<file path="config.mk">
export PLATFORM = sky130hd
export DESIGN_NAME = pwm_buffered_timer
export DESIGN_NICKNAME = d
export VERILOG_FILES = /design/src/rtl/pwm_timer_pkg.sv /design/src/rtl/pwm_tick_counter.sv /design/src/rtl/pwm_duty_buffer.sv /design/src/rtl/pwm_out_stage.sv /design/src/rtl/pwm_buffered_timer.sv
export SDC_FILE = /design/constraint.sdc
export NUM_CORES = 1
export LEC_CHECK = 0
export CORE_ASPECT_RATIO = 1.5
export CORE_MARGIN = 1.5
export CORE_UTILIZATION = 55
export DETAILED_ROUTE_END_ITERATION = 10
export PLACE_DENSITY = 0.87
export SYNTH_ARGS = -nofsm -noshare
export SYNTH_HDL_FRONTEND = slang
export SYNTH_SLANG_ARGS = --single-unit
</file>
<file path="constraint.sdc">
create_clock -name clk -period 2.5 [get_ports clk]
set_input_delay 0.25 -clock clk [delete_from_list [all_inputs] [get_ports clk]]
set_output_delay 0.25 -clock clk [all_outputs]
set_load 0.02 [all_outputs]
</file>
<file path="src/rtl/pwm_timer_pkg.sv">
package pwm_timer_pkg;
  typedef enum logic {
    SEL_PERIOD = 1'b0,
    SEL_DUTY   = 1'b1
  } wr_target_e;
endpackage

</file>
<file path="src/rtl/pwm_tick_counter.sv">
module pwm_tick_counter #(
  parameter int WIDTH = 8
) (
  input  logic             clk,
  input  logic             rst_n,
  input  logic             run_i,
  input  logic             tick_i,
  input  logic [WIDTH-1:0] period_i,
  output logic [WIDTH-1:0] cnt_o,
  output logic             step_o,
  output logic             pmatch_o
);
  logic [WIDTH-1:0] cnt_q;
  logic             armed_q;

  assign step_o   = run_i && tick_i && armed_q;
  assign pmatch_o = step_o && (cnt_q == period_i);
  assign cnt_o    = cnt_q;

  always_ff @(posedge clk) begin
    if (!rst_n || !run_i) begin
      cnt_q   <= '0;
      armed_q <= 1'b0;
    end else if (tick_i) begin
      if (!armed_q)      armed_q <= 1'b1;
      else if (pmatch_o) cnt_q   <= '0;
      else               cnt_q   <= cnt_q + 1'b1;
    end
  end

  a_r3_clear_on_period: assert property (@(posedge clk) disable iff (!rst_n)
    pmatch_o |=> (cnt_q == '0));
  a_r2_masked_tick: assert property (@(posedge clk) disable iff (!rst_n)
    (run_i && !armed_q) |=> (cnt_q == '0));
  a_r7_held_idle: assert property (@(posedge clk) disable iff (!rst_n)
    !run_i |=> (cnt_q == '0));
endmodule

</file>
<file path="src/rtl/pwm_duty_buffer.sv">
module pwm_duty_buffer #(
  parameter int WIDTH = 8,
  parameter int GUARD = 3
) (
  input  logic             clk,
  input  logic             rst_n,
  input  logic             run_i,
  input  logic             tick_i,
  input  logic             step_i,
  input  logic [WIDTH-1:0] cnt_i,
  input  logic             wr_duty_i,
  input  logic [WIDTH-1:0] wr_data_i,
  output logic             dmatch_o
);
  localparam int AGE_W = $clog2(GUARD + 1);
  localparam logic [AGE_W-1:0] AGE_MAX = AGE_W'(GUARD);

  logic [WIDTH-1:0] duty_q, pend_q;
  logic             pend_v;
  logic [AGE_W-1:0] age_q;
  logic             age_ok;

  assign dmatch_o = step_i && (cnt_i == duty_q);
  assign age_ok   = (age_q >= AGE_MAX);

  always_ff @(posedge clk) begin
    if (!rst_n) begin
      duty_q <= '0;
      pend_q <= '0;
      pend_v <= 1'b0;
      age_q  <= '0;
    end else begin
      if (dmatch_o && pend_v && age_ok) begin
        duty_q <= pend_q;
        pend_v <= 1'b0;
      end
      if (wr_duty_i) begin
        pend_q <= wr_data_i;
        pend_v <= 1'b1;
        age_q  <= '0;
      end else if (run_i && tick_i && !age_ok) begin
        age_q  <= age_q + 1'b1;
      end
    end
  end

  a_r6_guard_blocks: assert property (@(posedge clk) disable iff (!rst_n)
    (dmatch_o && !age_ok) |=> (duty_q == $past(duty_q)));
  a_r5_hold_without_match: assert property (@(posedge clk) disable iff (!rst_n)
    !dmatch_o |=> (duty_q == $past(duty_q)));
endmodule

</file>
<file path="src/rtl/pwm_out_stage.sv">
module pwm_out_stage (
  input  logic clk,
  input  logic rst_n,
  input  logic run_i,
  input  logic pmatch_i,
  input  logic dmatch_i,
  input  logic polarity_i,
  output logic pwm_o,
  output logic irq_o
);
  logic active_q, irq_q;

  always_ff @(posedge clk) begin
    if (!rst_n || !run_i) begin
      active_q <= 1'b0;
      irq_q    <= 1'b0;
    end else begin
      irq_q <= pmatch_i;
      if (pmatch_i)      active_q <= 1'b1;
      else if (dmatch_i) active_q <= 1'b0;
    end
  end

  assign pwm_o = active_q ^ polarity_i;
  assign irq_o = irq_q;

  a_r3_period_sets: assert property (@(posedge clk) disable iff (!rst_n)
    (run_i && pmatch_i) |=> (active_q && irq_q));
  a_r4_duty_clears: assert property (@(posedge clk) disable iff (!rst_n)
    (run_i && dmatch_i && !pmatch_i) |=> (!active_q && !irq_q));
  a_r7_stop_quiet: assert property (@(posedge clk) disable iff (!rst_n)
    !run_i |=> (!active_q && !irq_q));
endmodule

</file>
<file path="src/rtl/pwm_buffered_timer.sv">
module pwm_buffered_timer #(
  parameter int WIDTH = 8,
  parameter int GUARD = 3
) (
  input  logic             clk,
  input  logic             rst_n,
  input  logic             tick,
  input  logic             run,
  input  logic             wr_en,
  input  logic             wr_sel,
  input  logic [WIDTH-1:0] wr_data,
  input  logic             polarity,
  output logic             pwm_out,
  output logic             irq
);
  import pwm_timer_pkg::*;

  logic [WIDTH-1:0] period_q, cnt;
  logic             step, pmatch, dmatch, wr_duty;

  assign wr_duty = wr_en && (wr_sel == SEL_DUTY);

  always_ff @(posedge clk) begin
    if (!rst_n)                              period_q <= '1;
    else if (wr_en && wr_sel == SEL_PERIOD)  period_q <= wr_data;
  end

  pwm_tick_counter #(.WIDTH(WIDTH)) u_cnt (
    .clk(clk), .rst_n(rst_n), .run_i(run), .tick_i(tick),
    .period_i(period_q), .cnt_o(cnt), .step_o(step), .pmatch_o(pmatch)
  );

  pwm_duty_buffer #(.WIDTH(WIDTH), .GUARD(GUARD)) u_duty (
    .clk(clk), .rst_n(rst_n), .run_i(run), .tick_i(tick), .step_i(step),
    .cnt_i(cnt), .wr_duty_i(wr_duty), .wr_data_i(wr_data), .dmatch_o(dmatch)
  );

  pwm_out_stage u_out (
    .clk(clk), .rst_n(rst_n), .run_i(run), .pmatch_i(pmatch),
    .dmatch_i(dmatch), .polarity_i(polarity), .pwm_o(pwm_out), .irq_o(irq)
  );

  a_r9_period_immediate: assert property (@(posedge clk) disable iff (!rst_n)
    (wr_en && wr_sel == SEL_PERIOD) |=> (period_q == $past(wr_data)));
endmodule

</file>
==> key figures, run 1 <==
STA
  • Final period demand of the worst path: 2050 ps
  • Final Hold Slack: 459 ps
  • Tcrit/Tclk final: 82.1%
  • Fmax: 487 MHz
  • Max Slew Vio Count: 0
  • Hold Fails Final Rpt: 0
  • Worst slew margin: 63.9%
  • Final setup TNS: 0 ps
  • Least-Margin Pin Slew: 541 ps
  • RSZ-0062 raised after global routing: false
  • Setup violators final: 0
  • Clock Skew: 4.98 ps

Global routing
  • GR peak layer: met2
  • Met2 GRT Util: 37.4%
  • Overflow after GRT: 0
  • Antenna violations before repair: 0
  • Vias in the first global route: 1,295
  • Largest net degree at the start of global routing: 28
  • First-pass GRT wire length: 5.74 mm
  • GR Util All Layers: 23.5%
  • GRT met3 Usage: 7.14%
  • Met1 Use GR: 28.1%

Logic synthesis
  • Post-Syn Area per Cell: 8.43 um2
  • Post-synthesis sequential area ratio: 45.1%
  • Most used DFF post-synth: dfxtp_1
  • Cell count after synthesis: 200
  • Post-Syn Area: 1690 um2
  • Netlist cell types: 30
  • Synth Register Bits: 38
  • Ys async rst share: 0%
  • Syn_nets: 217
  • Number of synthesis warnings: 0
  • Post-synth EDFFs: 0

Setup path
  • Critical path's top delay family: simple AND/OR/NAND/NOR gates
  • Slowest stage delay, CP: 670 ps
  • Critical setup path kind: primary input to flip-flop
  • Critical Path RT: 2710 ps
  • Kind of start point of the critical path: primary input
  • CP Depth: 5
  • Buf/Inv on CP: 1
  • Critical-path top delay cell: or4b_2
  • CP arrival: 2270 ps
  • Critical path endpoint category: flip-flop
  • CP Cell Sequence: clkdlybuf4s50_1 -> nand3_2 -> or4_1 -> or4b_2 -> o22ai_1
  • Worst Reg-to-Reg Cells: 4
  • CP Max Fanout: 4

Layout
  • Ant. Diodes: 0
  • Storage cell area: 761 um2
  • Area of the multi-input gates: 885 um2
  • Growth of design area from synthesis to finish: 17.8%
  • Ratio of cells with drive above 1 in the final layout: 8.22%
  • Fill count: 243
  • Final layout net count: 235

Status
  • Status: finished, final reports clean

Power
  • PD cells: 588 nW/um2
  • Lkg Pwr: 0.746 nW
  • Tot Pwr: 1.17 mW
  • Worst vdd ir: 523 uV

Run
  • Max-Cap Viols: 0

Clocking
  • Num CTS Buffers: 5
  • Cts hold-fix bufs: 0
  • CTS root buffer: clkbuf_8
  • Postcts setup bufs: 0
  • Post-CTS sizing: 0
  • Clock-pin slew on the worst setup and hold paths: 70 ps
  • Clk sinks: 38
  • Max Root-Sink Buffers: 2
  • TritonCTS clock tree: done
  • Htree depth: 2
  • Clk_lat worst skew: 290 ps

Drt
  • Wirelength per Cell: 12.8 um
  • First-pass DRT Iterations: 4
  • Vias per cell: 5.30
  • Drt drc: 0
  • Iteration-0 DRC Markers: 33
  • DR vias: 1,367
  • Wirelength, routed: 3.31 mm
  • Final ANT Viol Nets: 0

Floorplanning
  • Core region area: 2910 um2
  • Top-level port count: 17
  • Starting Density: 57.9%
  • Die width: 48.2 um
  • Floorplan row count: 24
  • DIE HEIGHT: 70.8 um
  • Die footprint: 3410 um2

Min path
  • HP Class: flip-flop to flip-flop
  • Hold path cells: 2

Place
  • # port buffers: 16
  • Placer Congestion: 0.815
  • HPWL Detailed: 2.47 mm
==> state kept, by name (all words and copies together), names as in the netlist <==
name	cells
period_q	8
u_cnt.cnt_o	8
u_duty.duty_q	8
u_duty.pend_q	8
u_duty.age_q	2
u_cnt.armed_q	1
u_duty.pend_v	1
u_out.active_q	1
u_out.irq_o	1
==> synthesized netlist by cell type (2+ instances only) <==
| cell | instances | share of area, % |
|---|---|---|
| nand2_1 | 58 | 13 |
| dfxtp_1 | 38 | 45 |
| nor2_1 | 15 | 3.3 |
| xor2_1 | 14 | 7.3 |
| nand3_1 | 12 | 3.6 |
| xnor2_1 | 11 | 5.7 |
| mux2i_1 | 9 | 5.3 |
| a21oi_1 | 8 | 2.4 |
| clkbuf_1 | 8 | 1.8 |
| nand4_1 | 3 | 1.1 |
| and2_1 | 2 | 0.74 |
| ha_1 | 2 | 1.5 |
| inv_1 | 2 | 0.45 |
| or4_1 | 2 | 0.89 |
==> cell families (layout without fill, tap and decap cells) <==
| group | after synthesis | in the layout | synth area share, % |
|---|---|---|---|
| AO/OA/AOI/OAI | 13 | 13 | 4.38 |
| multiplexers | 9 | 9 | 5.34 |
| AND/OR/NAND/NOR | 102 | 102 | 28.3 |
| adder cells (fa/ha/maj) | 2 | 2 | 1.48 |
| XOR/XNOR | 25 | 25 | 13.0 |
| flip-flops | 38 | 38 | 45.1 |
| buffers and inverters | 11 | 30 | 2.45 |
==> where the power goes <==
part | switching [mW] | internal, mW
Clock | 0.214 | 0.221
Sequential | 0.0122 | 0.623
Combinational | 0.0507 | 0.0462
==> layout make-up <==
cell class	instances	share of cell area, %
inverters	2	0.378
repair buffers	20	9.57
flip-flops and latches	38	38.3
multi-input cells	151	44.5
well taps	39	2.46
clock buffers	6	4.16
clock inverters	2	0.630
==> path summary, 6_finish.rpt <==
kind | end | start | slack (ps)
worst max-delay path | u_out.active_q | run | 450
worst min-delay path | u_duty.pend_q[5] | u_duty.pend_q[5] | 460
worst max register to register | u_out.active_q | u_cnt.cnt_o[0] | 490
worst min register to register | u_duty.pend_q[5] | u_duty.pend_q[5] | 460
==> placed cells by master (no fill, tap or decap), drive strengths merged, types with 3 or more instances in the layout <==
cell type      netlist  routed
xor2                14      14
dfxtp               38      38
xnor2               11      11
nand4                3       3
clkdlybuf4s50        0      16
mux2i                9       9
or4                  3       3
clkbuf               8       6
nor2                15      15
nand3               13      13
nand2               58      58
a21oi                8       8
buf                  1       4
==> worst reg2reg max path, cell delays in order, from the launching register on <==
cell and delay (ps):
dfxtp_1 450, xor2_1 120, or4_1 520, or4b_2 670
o22ai_1 180
==> stage by stage <==
step	area (um2)	std cells	util, %	worst slack (ps)
after CTS	1990	258	68.2	450
after detailed placement	1890	250	64.9	166
final	1990	258	68.2	448
after global routing	1990	258	68.2	403
after floorplan	1690	200	-	650
after global placement	1890	250	64.9	222
==> metal layers <==
| layer | up-vias | routed length (um) |
|---|---|---|
| met5 | - | 0 |
| met4 | 0 | 76 |
| met3 | 9 | 105 |
| met2 | 29 | 1750 |
| met1 | 633 | 1370 |
| li1 | 696 | - |
No activity file was read; power rests on OpenSTA's default activity.
==> run 2, diff against run 1 <==
Clock period 2.5 ns to 2 ns, I/O delays scaled along.
==> key figures, run 2 (same netlist as run 1, synthesis figures left out) <==
Status
  • Status: finished, final reports clean

Setup path
  • CP arrival: 2080 ps (-190 ps)
  • Critical path's top delay family: buffers and inverters
  • Kind of start point of the critical path: primary input
  • Critical setup path kind: primary input to flip-flop
  • Most common cell type on the critical path: buf_4
  • Critical Path RT: 2210 ps (-500 ps)
  • Slowest stage delay, CP: 550 ps (-120 ps)
  • Buf/Inv on CP: 3 (+2)
  • Critical path endpoint category: flip-flop
  • CP Cell Sequence: clkdlybuf4s50_1 -> nand3_2 -> buf_4 -> or4_4 -> nor4_4 -> buf_4 -> mux2i_1
  • Critical-path top delay cell: or4_4
  • CP Max Fanout: 4 (unchanged)

STA
  • Least-Margin Pin Slew: 530 ps (-11.3 ps)
  • Final period demand of the worst path: 1870 ps
  • Fmax: 535 MHz
  • Final Hold Slack: 451 ps (-7.65 ps)
  • Setup violators final: 0 (unchanged)
  • Tcrit/Tclk final: 93.5%
  • Hold Fails Final Rpt: 0 (unchanged)
  • Max Slew Vio Count: 0 (unchanged)
  • Worst slew margin: 64.6% (+0.75 points)
  • Setup WS post-layout: 131 ps (-317 ps)
  • RSZ-0062 raised after global routing: false
  • Clock Skew: 8.12 ps (+3.14 ps)

Clocking
  • Clk sinks: 38 (unchanged)
  • Postcts setup bufs: 0 (unchanged)
  • Num CTS Buffers: 5 (unchanged)
  • Htree depth: 2 (unchanged)
  • Clk_lat worst skew: 290 ps (about the same)
  • Max Root-Sink Buffers: 2 (unchanged)
  • Post-CTS sizing: 0 (unchanged)
  • TritonCTS clock tree: done
  • Clock-pin slew on the worst setup and hold paths: 70 ps (about the same)
  • CTS root buffer: clkbuf_8
  • Cts hold-fix bufs: 0 (unchanged)

Floorplanning
  • Starting Density: 57.9% (unchanged)
  • Top-level port count: 17 (unchanged)
  • Die footprint: 3410 um2 (unchanged)
  • Core region area: 2910 um2 (unchanged)
  • Floorplan row count: 24 (unchanged)
  • Die width: 48.2 um (unchanged)
  • DIE HEIGHT: 70.8 um (unchanged)

Place
  • Pre-CTS setup slack: -225 ps (-392 ps)
  • # port buffers: 16 (unchanged)
  • Placer Congestion: 0.887 (+8.9%)
  • HPWL Detailed: 2.59 mm (+4.7%)

Drt
  • First-pass DRT Iterations: 4 (unchanged)
  • Drt drc: 0 (unchanged)
  • Iteration-0 DRC Markers: 59 (+79%)
  • DR vias: 1,437 (+5.1%)
  • Wirelength per Cell: 13.4 um (+4.6%)
  • Vias per cell: 5.42 (+2.3%)
  • Wirelength, routed: 3.55 mm (+7.5%)
  • Final ANT Viol Nets: 0 (unchanged)

Layout
  • Area of the multi-input gates: 888 um2 (+0.42%)
  • Ratio of cells with drive above 1 in the final layout: 11.1% (+2.8 points)
  • Final layout net count: 242 (+3.0%)
  • Ant. Diodes: 0 (unchanged)
  • Commonest non-fill, non-tap cell in the layout: nand2_1
  • Growth of design area from synthesis to finish: 22.1%
  • Storage cell area: 762 um2 (+0.16%)
  • Util after Layout: 70.7% (+2.5 points)
  • Fill count: 227 (-6.6%)
  • Most frequent cells in the layout: nand2_1, dfxtp_1, clkdlybuf4s50_1

Global routing
  • Vias in the first global route: 1,377 (+6.3%)
  • GR Util All Layers: 25.2% (+1.7 points)
  • Overflow after GRT: 0 (unchanged)
  • Antenna violations before repair: 0 (unchanged)
  • First-pass GRT wire length: 6.07 mm (+5.7%)
  • Largest net degree at the start of global routing: 27 (-3.6%)

Power
  • PD cells: 758 nW/um2 (+29%)
  • Worst vdd ir: 877 uV (+68%)
  • Lkg Pwr: 0.787 nW (+5.5%)

Min path
  • HP Class: flip-flop to flip-flop

Run
  • Max-Cap Viols: 0 (unchanged)
-- run 2: cell types whose count changed in the layout (fill, tap and decap cells not counted), sizes merged --
cell | before | now
clkinv | 1 | 0
buf | 4 | 11
bufinv | 0 | 1
-- run 2: through the flow --
step	setup TNS, ps	instance area (um2)	cells	total power, mW
global route	0	2060	265	1.62
global placement	-1580	1940	257	0.933
floorplan	0	1690	200	0.875
CTS	0	2050	265	1.57
finish	0	2060	265	1.56
detailed placement	-1950	1940	257	0.937
-- run 2: area by class of cell --
cell class / instances / share of cell area, %
multi-input cells: 151 / 43.1
flip-flops and latches: 38 / 37.0
clock inverters: 2 / 1.82
repair buffers: 27 / 11.8
well taps: 39 / 2.37
clock buffers: 6 / 3.52
inverters: 2 / 0.365
-- run 2: worst paths after layout --
kind,slack [ps],cells past startpoint,to,from
setup reg to reg,200,4,u_out.active_q,period_q[0]
setup / recovery,130,7,u_duty.duty_q[4],tick
hold / removal,450,2,u_duty.duty_q[7],u_duty.pend_q[7]
hold reg to reg,450,2,u_duty.duty_q[7],u_duty.pend_q[7]
-- run 2: power by group --
group,internal (mW),total [mW],switching [mW]
Clock,0.372,0.639,0.267
Sequential,0.779,0.794,0.0152
Combinational,0.0614,0.129,0.0676
-- run 2: worst reg2reg max path: stages (launching register included) --
cell and delay, ps:
dfxtp_1 340, xor2_1 180, or4_1 530, or4b_4 530, o22ai_1 150
-- run 2: metal layers --
layer / track usage, % / vias to the layer above / routed length (um)
li1: - / 708 / -
met1: 26.9 / 668 / 1360
met4: 16.8 / 0 / 177
met2: 39.9 / 45 / 1860
met5: 0 / - / 0
met3: 7.40 / 16 / 154
==> run 3, diff against run 2 <==
Settings changed: CORE_MARGIN 1.5 to not set, HOLD_SLACK_MARGIN set to 0.03, SLEW_MARGIN set to 0.
==> key figures, run 3 (same netlist as run 1, synthesis figures left out) <==
Global routing
  • First-pass GRT wire length: 5.75 mm (-5.2%)
  • GRT met3 Usage: 6.51% (-0.89 points)
  • GR peak layer: met2
  • Vias in the first global route: 1,335 (-3.1%)
  • Largest net degree at the start of global routing: 28 (+3.7%)
  • Overflow after GRT: 0 (unchanged)
  • Met2 GRT Util: 39.4% (-0.56 points)
  • Antenna violations before repair: 0 (unchanged)
  • GR Util All Layers: 24.5% (-0.64 points)
  • Met1 Use GR: 28.2% (+1.2 points)

Clocking
  • Postcts setup bufs: 0 (unchanged)
  • Clock-pin slew on the worst setup and hold paths: 70 ps (about the same)
  • Post-CTS sizing: 0 (unchanged)
  • Clk_lat worst skew: 290 ps (about the same)
  • Clk sinks: 38 (unchanged)
  • Htree depth: 2 (unchanged)
  • Num CTS Buffers: 5 (unchanged)
  • TritonCTS clock tree: done
  • CTS root buffer: clkbuf_8
  • Max Root-Sink Buffers: 2 (unchanged)
  • Cts hold-fix bufs: 0 (unchanged)

Drt
  • First-pass DRT Iterations: 4 (unchanged)
  • Vias per cell: 5.15 (-5.1%)
  • DR vias: 1,354 (-5.8%)
  • Wirelength per Cell: 12.7 um (-5.4%)
  • Drt drc: 0 (unchanged)
  • Wirelength, routed: 3.34 mm (-6.1%)
  • Iteration-0 DRC Markers: 35 (-41%)
  • Final ANT Viol Nets: 0 (unchanged)

Setup path
  • Worst Reg-to-Reg Cells: 4 (unchanged)
  • Kind of start point of the critical path: primary input
  • CP arrival: 2140 ps (+60 ps)
  • Critical path endpoint category: flip-flop
  • R2r endpoint: u_out.active_q
  • Critical setup path kind: primary input to flip-flop
  • Worst R2R Setup Slack: 80 ps (-120 ps)
  • CP Max Fanout: 4 (unchanged)
  • Critical Path RT: 2220 ps (about the same)
  • Critical R2R Launch: period_q[0]

STA
  • Least-Margin Pin Slew: 555 ps (+25.4 ps)
  • Setup violators final: 0 (unchanged)
  • RSZ-0062 raised after global routing: false
  • Fmax: 519 MHz (-2.9%)
  • Clock Skew: 3.59 ps (-4.53 ps)
  • Worst slew margin: 62.9% (-1.7 points)
  • Hold Fails Final Rpt: 0 (unchanged)
  • Final period demand of the worst path: 1930 ps (+56.6 ps)
  • Setup WS post-layout: 74.3 ps (-56.6 ps)
  • Max Slew Vio Count: 0 (unchanged)
  • Final Hold Slack: 458 ps (+6.86 ps)
  • Tcrit/Tclk final: 96.3% (+2.8 points)

Run
  • Max-Cap Viols: 0 (unchanged)

Place
  • # port buffers: 16 (unchanged)
  • Placer Congestion: 0.906 (+2.1%)
  • DP Area: 1930 um2 (-0.77%)
  • Pre-CTS setup slack: -203 ps (+22.0 ps)
  • HPWL Detailed: 2.53 mm (-2.2%)

Floorplanning
  • Starting Density: 57.9% (unchanged)
  • Floorplan row count: 24 (unchanged)
  • Die footprint: 3300 um2 (-3.5%)
  • Top-level port count: 17 (unchanged)
  • Core region area: 2910 um2 (unchanged)
  • Die width: 47.2 um (-2.1%)
  • DIE HEIGHT: 69.8 um (-1.4%)

Min path
  • Hold path cells: 2 (unchanged)
  • HP Class: flip-flop to flip-flop
  • WHS Endpoint: u_duty.pend_q[4]
  • Hold Path Origin: u_duty.pend_q[4]

Layout
  • Ratio of cells with drive above 1 in the final layout: 10.3% (-0.79 points)
  • Area of the multi-input gates: 885 um2 (-0.42%)
  • Final instance area: 2070 um2 (+0.61%)
  • Commonest non-fill, non-tap cell in the layout: nand2_1
  • Storage cell area: 761 um2 (-0.16%)
  • Final layout net count: 240 (-0.83%)
  • Ant. Diodes: 0 (unchanged)
  • Most frequent cells in the layout: nand2_1, dfxtp_1, clkdlybuf4s50_1
  • Fill count: 238 (+4.8%)
  • Growth of design area from synthesis to finish: 22.8%
  • Util after Layout: 71.1% (+0.43 points)

Power
  • Seq pwr share: 46.2% (-4.6 points)
  • Net Sw Frac: 20.3% (-2.1 points)
  • Clock Power Share: 46.6% (+5.7 points)
  • Lkg Pwr: 0.797 nW (+1.3%)
  • P_sw: 0.348 mW (-0.34%)
  • PD cells: 830 nW/um2 (+9.4%)
  • Logic pwr share: 7.3% (-1.0 points)
  • Worst vdd ir: 723 uV (-18%)
  • Cell Int Power: 1.37 mW (+13%)

Status
  • Status: finished, final reports clean
[run 3: cell count changes in the layout (fill, tap and decap cells not counted)]
cell,change
dfxtp_2,-1
or4b_2,+1
or4b_4,-1
clkbuf_1,-1
dfxtp_1,+1
clkbuf_8,+1
clkinvlp_4,-1
buf_4,-2
bufinv_16,+1
[run 3: stage by stage]
| step | total power [mW] | std cells | TNS (ps) |
|---|---|---|---|
| after global routing | 1.78 | 263 | 0 |
| after CTS | 1.74 | 263 | 0 |
| after floorplan | 0.875 | 200 | 0 |
| final | 1.72 | 263 | 0 |
| after global placement | 0.932 | 255 | -707 |
| after detailed placement | 0.936 | 255 | -920 |
[run 3: area by class of cell]
cell class	instances	share of cell area [%]
clock buffer	6	3.99
clock inverter	2	2.90
inverter	2	0.362
multi-input combinational	151	42.7
sequential	38	36.7
tap	39	2.36
timing repair buffer	25	11.0
[run 3: worst max-delay path by stage]
stage               cells past startpoint             end      startpoint  slack [ps]
global placement                        5  u_out.active_q             run        -180
global route                            5  u_out.active_q            tick           2
floorplan                               4  u_out.active_q  u_cnt.cnt_o[0]         150
finish                                  5  u_out.active_q             run          70
CTS                                     4  u_out.active_q     period_q[0]          90
detailed placement                      5  u_out.active_q             run        -200
[run 3: metal layers]
layer | vias up | wire, um
met5 | - | 0
met1 | 626 | 1390
met4 | 0 | 82
li1 | 701 | -
met2 | 19 | 1780
met3 | 8 | 84
[run 3: critical path, stage by stage]
cell and delay [ps]:
clkdlybuf4s50_1 500, nand3_2 110, or4_1 500, or4b_2 660, o22ai_1 180
[run 3: power groups by stage]
stage | Combinational, mW | Clock [mW] | Sequential (mW)
4_1_cts | 0.126 | 0.816 | 0.794
3_3_place_gp | 0.122 | 0 | 0.810
6_report | 0.125 | 0.801 | 0.794
2_1_floorplan | 0.0677 | 0 | 0.808
3_5_place_dp | 0.125 | 0 | 0.811
5_1_grt | 0.142 | 0.842 | 0.796
